`src/rtl/exc_seq_pkg.sv`:
```
package exc_seq_pkg;

   localparam int EXC_N = 7;

   typedef enum logic [2:0] {
      EX_RESET = 3'd0,
      EX_UNDEF = 3'd1,
      EX_SWI   = 3'd2,
      EX_PABT  = 3'd3,
      EX_DABT  = 3'd4,
      EX_IRQ   = 3'd5,
      EX_FIQ   = 3'd6
   } exc_kind_e;

   // mode field encodings decoded by the register file banks
   localparam logic [4:0] MODE_FIQ = 5'b10001;
   localparam logic [4:0] MODE_IRQ = 5'b10010;
   localparam logic [4:0] MODE_SVC = 5'b10011;
   localparam logic [4:0] MODE_ABT = 5'b10111;
   localparam logic [4:0] MODE_UND = 5'b11011;

   localparam int POS_T = 5;
   localparam int POS_F = 6;
   localparam int POS_I = 7;

   // index 0 is the highest priority
   localparam exc_kind_e PRIO [EXC_N] =
      '{EX_RESET, EX_DABT, EX_FIQ, EX_IRQ, EX_PABT, EX_UNDEF, EX_SWI};

   function automatic logic [4:0] target_mode(exc_kind_e k);
      case (k)
         EX_FIQ:           return MODE_FIQ;
         EX_IRQ:           return MODE_IRQ;
         EX_PABT, EX_DABT: return MODE_ABT;
         EX_UNDEF:         return MODE_UND;
         default:          return MODE_SVC;
      endcase
   endfunction

   function automatic logic [4:0] vec_offset(exc_kind_e k);
      case (k)
         EX_RESET: return 5'h00;
         EX_UNDEF: return 5'h04;
         EX_SWI:   return 5'h08;
         EX_PABT:  return 5'h0C;
         EX_DABT:  return 5'h10;
         EX_IRQ:   return 5'h18;
         default:  return 5'h1C;
      endcase
   endfunction

endpackage

```
`src/rtl/exc_prio_arb.sv`:
```
module exc_prio_arb
   import exc_seq_pkg::*;
(
   input  logic [EXC_N-1:0] req,
   input  logic             irq_masked,
   input  logic             fiq_masked,
   input  logic             block,
   output logic             hit,
   output exc_kind_e        kind
);

   logic [EXC_N-1:0] eligible;

   always_comb begin
      eligible            = req;
      eligible[EX_IRQ]    = req[EX_IRQ] & ~irq_masked;
      eligible[EX_FIQ]    = req[EX_FIQ] & ~fiq_masked;
      if (block) eligible = '0;
   end

   // walk from lowest to highest priority; the last match wins
   always_comb begin
      hit  = 1'b0;
      kind = EX_RESET;
      for (int i = EXC_N - 1; i >= 0; i--) begin
         if (eligible[PRIO[i]]) begin
            hit  = 1'b1;
            kind = PRIO[i];
         end
      end
   end

endmodule

```
`src/rtl/exc_status_gen.sv`:
```
module exc_status_gen
   import exc_seq_pkg::*;
#(
   parameter int STAT_W = 32
) (
   input  logic [STAT_W-1:0] old_status,
   input  exc_kind_e         kind,
   output logic [STAT_W-1:0] new_status
);

   always_comb begin
      new_status        = old_status;
      new_status[4:0]   = target_mode(kind);
      new_status[POS_T] = 1'b0;
      if (kind == EX_IRQ || kind == EX_FIQ || kind == EX_RESET)
         new_status[POS_I] = 1'b1;
      if (kind == EX_FIQ || kind == EX_RESET)
         new_status[POS_F] = 1'b1;
   end

endmodule

```
`src/rtl/exc_seq.sv`:
```
module exc_seq
   import exc_seq_pkg::*;
#(
   parameter int              ADDR_W    = 32,
   parameter int              STAT_W    = 32,
   parameter int              LINK_OFS  = 4,
   parameter bit              HIGH_VEC  = 1'b0,
   parameter longint unsigned HIGH_BASE = 64'hFFFF_0000
) (
   input  logic              clk,
   input  logic              rst_n,
   input  logic [6:0]        exc_req,
   input  logic [STAT_W-1:0] status_in,
   input  logic [ADDR_W-1:0] pc_in,
   input  logic              ret_req,
   input  logic [STAT_W-1:0] saved_status_in,
   output logic              lr_we,
   output logic [4:0]        lr_mode,
   output logic [ADDR_W-1:0] lr_data,
   output logic              sav_we,
   output logic [4:0]        sav_mode,
   output logic [STAT_W-1:0] sav_data,
   output logic              status_we,
   output logic [STAT_W-1:0] status_out,
   output logic              redirect,
   output logic [ADDR_W-1:0] redirect_addr
);

   localparam logic [ADDR_W-1:0] LINK_INC = ADDR_W'(LINK_OFS);

   if (STAT_W < 8) begin : g_bad_stat
      $error("exc_seq: STAT_W must hold mode, T, F and I fields");
   end
   if (ADDR_W < 8) begin : g_bad_addr
      $error("exc_seq: ADDR_W too small for the vector table");
   end
   if (LINK_OFS < 0) begin : g_bad_link
      $error("exc_seq: LINK_OFS must not be negative");
   end

   logic [ADDR_W-1:0] vec_base;
   if (HIGH_VEC) begin : g_vec_high
      assign vec_base = ADDR_W'(HIGH_BASE);
   end else begin : g_vec_low
      assign vec_base = '0;
   end

   logic              take;
   exc_kind_e         kind;
   logic [STAT_W-1:0] entry_status;

   exc_prio_arb u_arb (
      .req        (exc_req),
      .irq_masked (status_in[POS_I]),
      .fiq_masked (status_in[POS_F]),
      .block      (redirect),
      .hit        (take),
      .kind       (kind)
   );

   exc_status_gen #(.STAT_W(STAT_W)) u_stat (
      .old_status (status_in),
      .kind       (kind),
      .new_status (entry_status)
   );

   always_ff @(posedge clk) begin
      if (!rst_n) begin
         lr_we         <= 1'b0;
         lr_mode       <= '0;
         lr_data       <= '0;
         sav_we        <= 1'b0;
         sav_mode      <= '0;
         sav_data      <= '0;
         status_we     <= 1'b0;
         status_out    <= '0;
         redirect      <= 1'b0;
         redirect_addr <= '0;
      end else begin
         lr_we     <= 1'b0;
         sav_we    <= 1'b0;
         status_we <= 1'b0;
         redirect  <= 1'b0;
         if (take) begin
            lr_we         <= 1'b1;
            lr_mode       <= target_mode(kind);
            lr_data       <= pc_in + LINK_INC;
            sav_we        <= 1'b1;
            sav_mode      <= target_mode(kind);
            sav_data      <= status_in;
            status_we     <= 1'b1;
            status_out    <= entry_status;
            redirect      <= 1'b1;
            redirect_addr <= vec_base | ADDR_W'(vec_offset(kind));
         end else if (ret_req) begin
            status_we     <= 1'b1;
            status_out    <= saved_status_in;
         end
      end
   end

endmodule

```
`config.mk`:
```
export PLATFORM = sky130hd
export DESIGN_NAME = exc_seq
export DESIGN_NICKNAME = d
export VERILOG_FILES = /design/src/rtl/exc_seq_pkg.sv /design/src/rtl/exc_prio_arb.sv /design/src/rtl/exc_status_gen.sv /design/src/rtl/exc_seq.sv
export SDC_FILE = /design/constraint.sdc
export NUM_CORES = 1
export LEC_CHECK = 0
export CAP_MARGIN = 20
export CORE_ASPECT_RATIO = 0.8
export CORE_MARGIN = 4
export CORE_UTILIZATION = 36
export CTS_CLUSTER_SIZE = 40
export DETAILED_ROUTE_END_ITERATION = 7
export MAX_ROUTING_LAYER = met4
export PLACE_DENSITY = 0.81
export SYNTH_ARGS = -nofsm -noshare
export SYNTH_HDL_FRONTEND = slang
export SYNTH_SLANG_ARGS = --single-unit
```
`constraint.sdc`:
```
create_clock -name clk -period 1.9 [get_ports clk]
set_clock_uncertainty 0.2 [all_clocks]
set_input_delay 0.475 -clock clk [delete_from_list [all_inputs] [get_ports clk]]
set_output_delay 0.475 -clock clk [all_outputs]
set_load 0.03 [all_outputs]
```
==> metrics.txt <==
status finished clean; slowest cell on the critical path clkdlybuf4s50_1; final hold vios 0; Post-Route WL 16.5 mm; DR pass1 iterations 4; Die Ht 111 um; drt via density 4.82; yosys warns 0; CP peak stage delay 530 ps; RSZ-0062 raised after global routing yes; first-pass GRT wire length 23.7 mm; share of power burned in registers 41.3%; share of cells above drive strength 1 18.2%; setup ws final 43.4 ps; WHS Path Cells 2; Vias 4857; startpoint types input port; most frequent cells in the layout dlygate4sd2_1 (121), nand2_1 (109), dfxtp_1 (105), a21oi_1 (85), clkdlybuf4s50_1 (80); root buffer cell clkbuf_16; Post-synth EDFFs 0; capturing point of the worst reg2reg path status_out[6]$_SDFFE_PN0P_; TritonCTS Buffers 9; Gate Count Post-Synth 568; Worst Hold End redirect_addr[4]$_SDFFE_PN0P_; Yosys reg bits 106; H-tree depth 3; cell-internal power 0.00404 W; combinational power share 27.8%; leak pwr 3.69 nW; clock share of power 30.9%; initial DRC count 277; Pins Over Slew Limit 0; HP Start redirect_addr[4]$_SDFFE_PN0P_; DRC viols 0; crit path cell chain clkdlybuf4s50_1, nand2b_4, a31o_4, buf_6, buf_16, a221oi_1; switch share 32.8%; period utilisation layout 97.7%; Post-Route Setup TNS 0 ps; pre-CTS setup slack -525 ps; Global Route Usage Sum 20.0%; number of port buffers 218; largest net degree at the start of global routing 65; core area 13000 um2; R2R cell count 4; GRT overflow 0; CTS tree yes; Diodes inserted 0; vias in the first global route 4558; min Tclk post-route 1860 ps; Top-Level Pins 248; DPL Wire Length 11.4 mm; Peak supply drop 0.000460 V; antenna-violating nets left 0; P per Cell Area 750 nW/um2; nature of the critical path endpoint flop; critical path class input port to flop; Max-cap violations 0; synthesized area per cell 8.46 um2; CTS max path bufs 2; Worst EP required 1960 ps; Worst Hold Class flop to flop; Netlist cell types 40; Post-Syn Area 4810 um2; routability cong. 0.866; row cnt 37; DR WL/cell 16.4 um; Seq/Total Area, Yosys 44.1%; CTS Sinks 106; Post-synth top flop dfxtp_1; ys async rst share 0%; P&R area growth vs syn 66.4%; Max FO, Critical Path 10; Psw 0.00197 W; worst r2r src redirect$_SDFF_PN0_; Max Clk Rate 0.539 GHz; Initial Utilization 37.1%; WP data arrival 1910 ps; Die Span X 137 um; initial antenna violation count 0; clk slew on worst S/H paths 80 ps; Nets 935; most common cell after layout, fill and taps aside dlygate4sd2_1; clock latency on the worst-skew pair 340 ps; endpoints failing setup 0; Reg2Reg Setup Slack 400 ps; die area 15300 um2
==> critical path, delay by kind of cell <==
kind            cells  cell delay, ps
buf+inv             3             820
compound gates      2             530
simple gates        1              90
==> metal layers <==
layer / up-vias / global-route usage [%] / part of all wire, %
met1: 2260 / 25.3 / 43
met2: 174 / 32.9 / 49
met3: 18 / 3.88 / 5.9
li1: 2405 / - / -
met5: - / - / 0
met4: 0 / 4.45 / 1.2
==> kinds of logic after synthesis <==
group / after synthesis / synth area share (%)
AO/OA/AOI/OAI: 128 / 14.5
AND/OR/NAND/NOR: 199 / 19.8
other: 1 / 0.0780
flip-flops: 106 / 44.1
multiplexers: 32 / 7.34
buffers and inverters: 74 / 9.01
XOR/XNOR: 27 / 4.92
adder cells (fa/ha/maj): 1 / 0.260
==> sequential cells by signal, indices dropped and copies added, names as in the netlist <==
signal         cells
status_out        32
lr_data           32
sav_data          32
redirect           1
sav_mode           5
redirect_addr      3
status_we          1
==> final cells by class <==
class                      count  area (um2)
fill                        1151        4960
timing repair buffer         293        2880
multi-input combinational    416        2470
sequential                   106        2120
clock buffer                   9         225
tap                          175         219
clock inverter                 7        67.6
inverter                       2        7.51
==> power groups by stage <==
stage          sequential (W)  combinational, W  clock [W]
2_1_floorplan         0.00286          0.000559          0
3_3_place_gp          0.00253           0.00161          0
3_5_place_dp          0.00254           0.00162          0
4_1_cts               0.00248           0.00159    0.00189
5_1_grt               0.00250           0.00176    0.00199
6_report              0.00248           0.00167    0.00185
==> what timing repair did <==
item,CTS,global route
setup endpoints to repair,212,90
gates resized for setup,152,27
pin swaps,12,6
hold buffers,0,0
gates cloned,4,4
buffers inserted,4,2
==> synthesized netlist by cell type, types with 6 or more instances <==
cell type | number | area (um2)
buf_4 | 36 | 270
mux2_2 | 26 | 293
buf_2 | 16 | 80.1
and3_1 | 10 | 62.6
clkbuf_1 | 20 | 75.1
nand2_1 | 109 | 409
o21ai_0 | 23 | 115
mux2i_1 | 6 | 60.1
a21oi_1 | 87 | 435
xor2_1 | 18 | 158
nor2_1 | 29 | 109
and4_1 | 6 | 52.6
xnor2_1 | 9 | 78.8
dfxtp_1 | 106 | 2120
nand4_1 | 10 | 62.6
a211oi_1 | 8 | 60.1
nand3_1 | 10 | 50.1
nor3_1 | 9 | 45.0
==> how the worst max path moves through the flow <==
stage	from	to	slack, ps	depth (start not counted)
after global routing	exc_req[6]	status_out[6]$_SDFFE_PN0P_	-5	6
after detailed placement	pc_in[4]	lr_data[21]$_SDFFE_PN0P_	-530	5
after global placement	exc_req[2]	status_out[14]$_SDFFE_PN0P_	-470	6
after floorplan	ret_req	status_out[3]$_SDFFE_PN0P_	20	5
after CTS	exc_req[5]	sav_data[21]$_SDFFE_PN0P_	-0.1	7
final	exc_req[6]	status_out[6]$_SDFFE_PN0P_	40	6
==> through the flow <==
| stage | power, W | cells | hold WS (ps) | area (um2) | util [%] |
|---|---|---|---|---|---|
| after floorplan | 0.00342 | 596 | 371 | 4910 | - |
| after global placement | 0.00414 | 978 | 240 | 7420 | 57.2 |
| after detailed placement | 0.00416 | 978 | 245 | 7420 | 57.2 |
| after CTS | 0.00596 | 1002 | 252 | 7790 | 60.1 |
| after global routing | 0.00625 | 1008 | 265 | 8000 | 61.7 |
| final | 0.00600 | 1008 | 251 | 8000 | 61.7 |
Power figures use the tool's default switching activity.
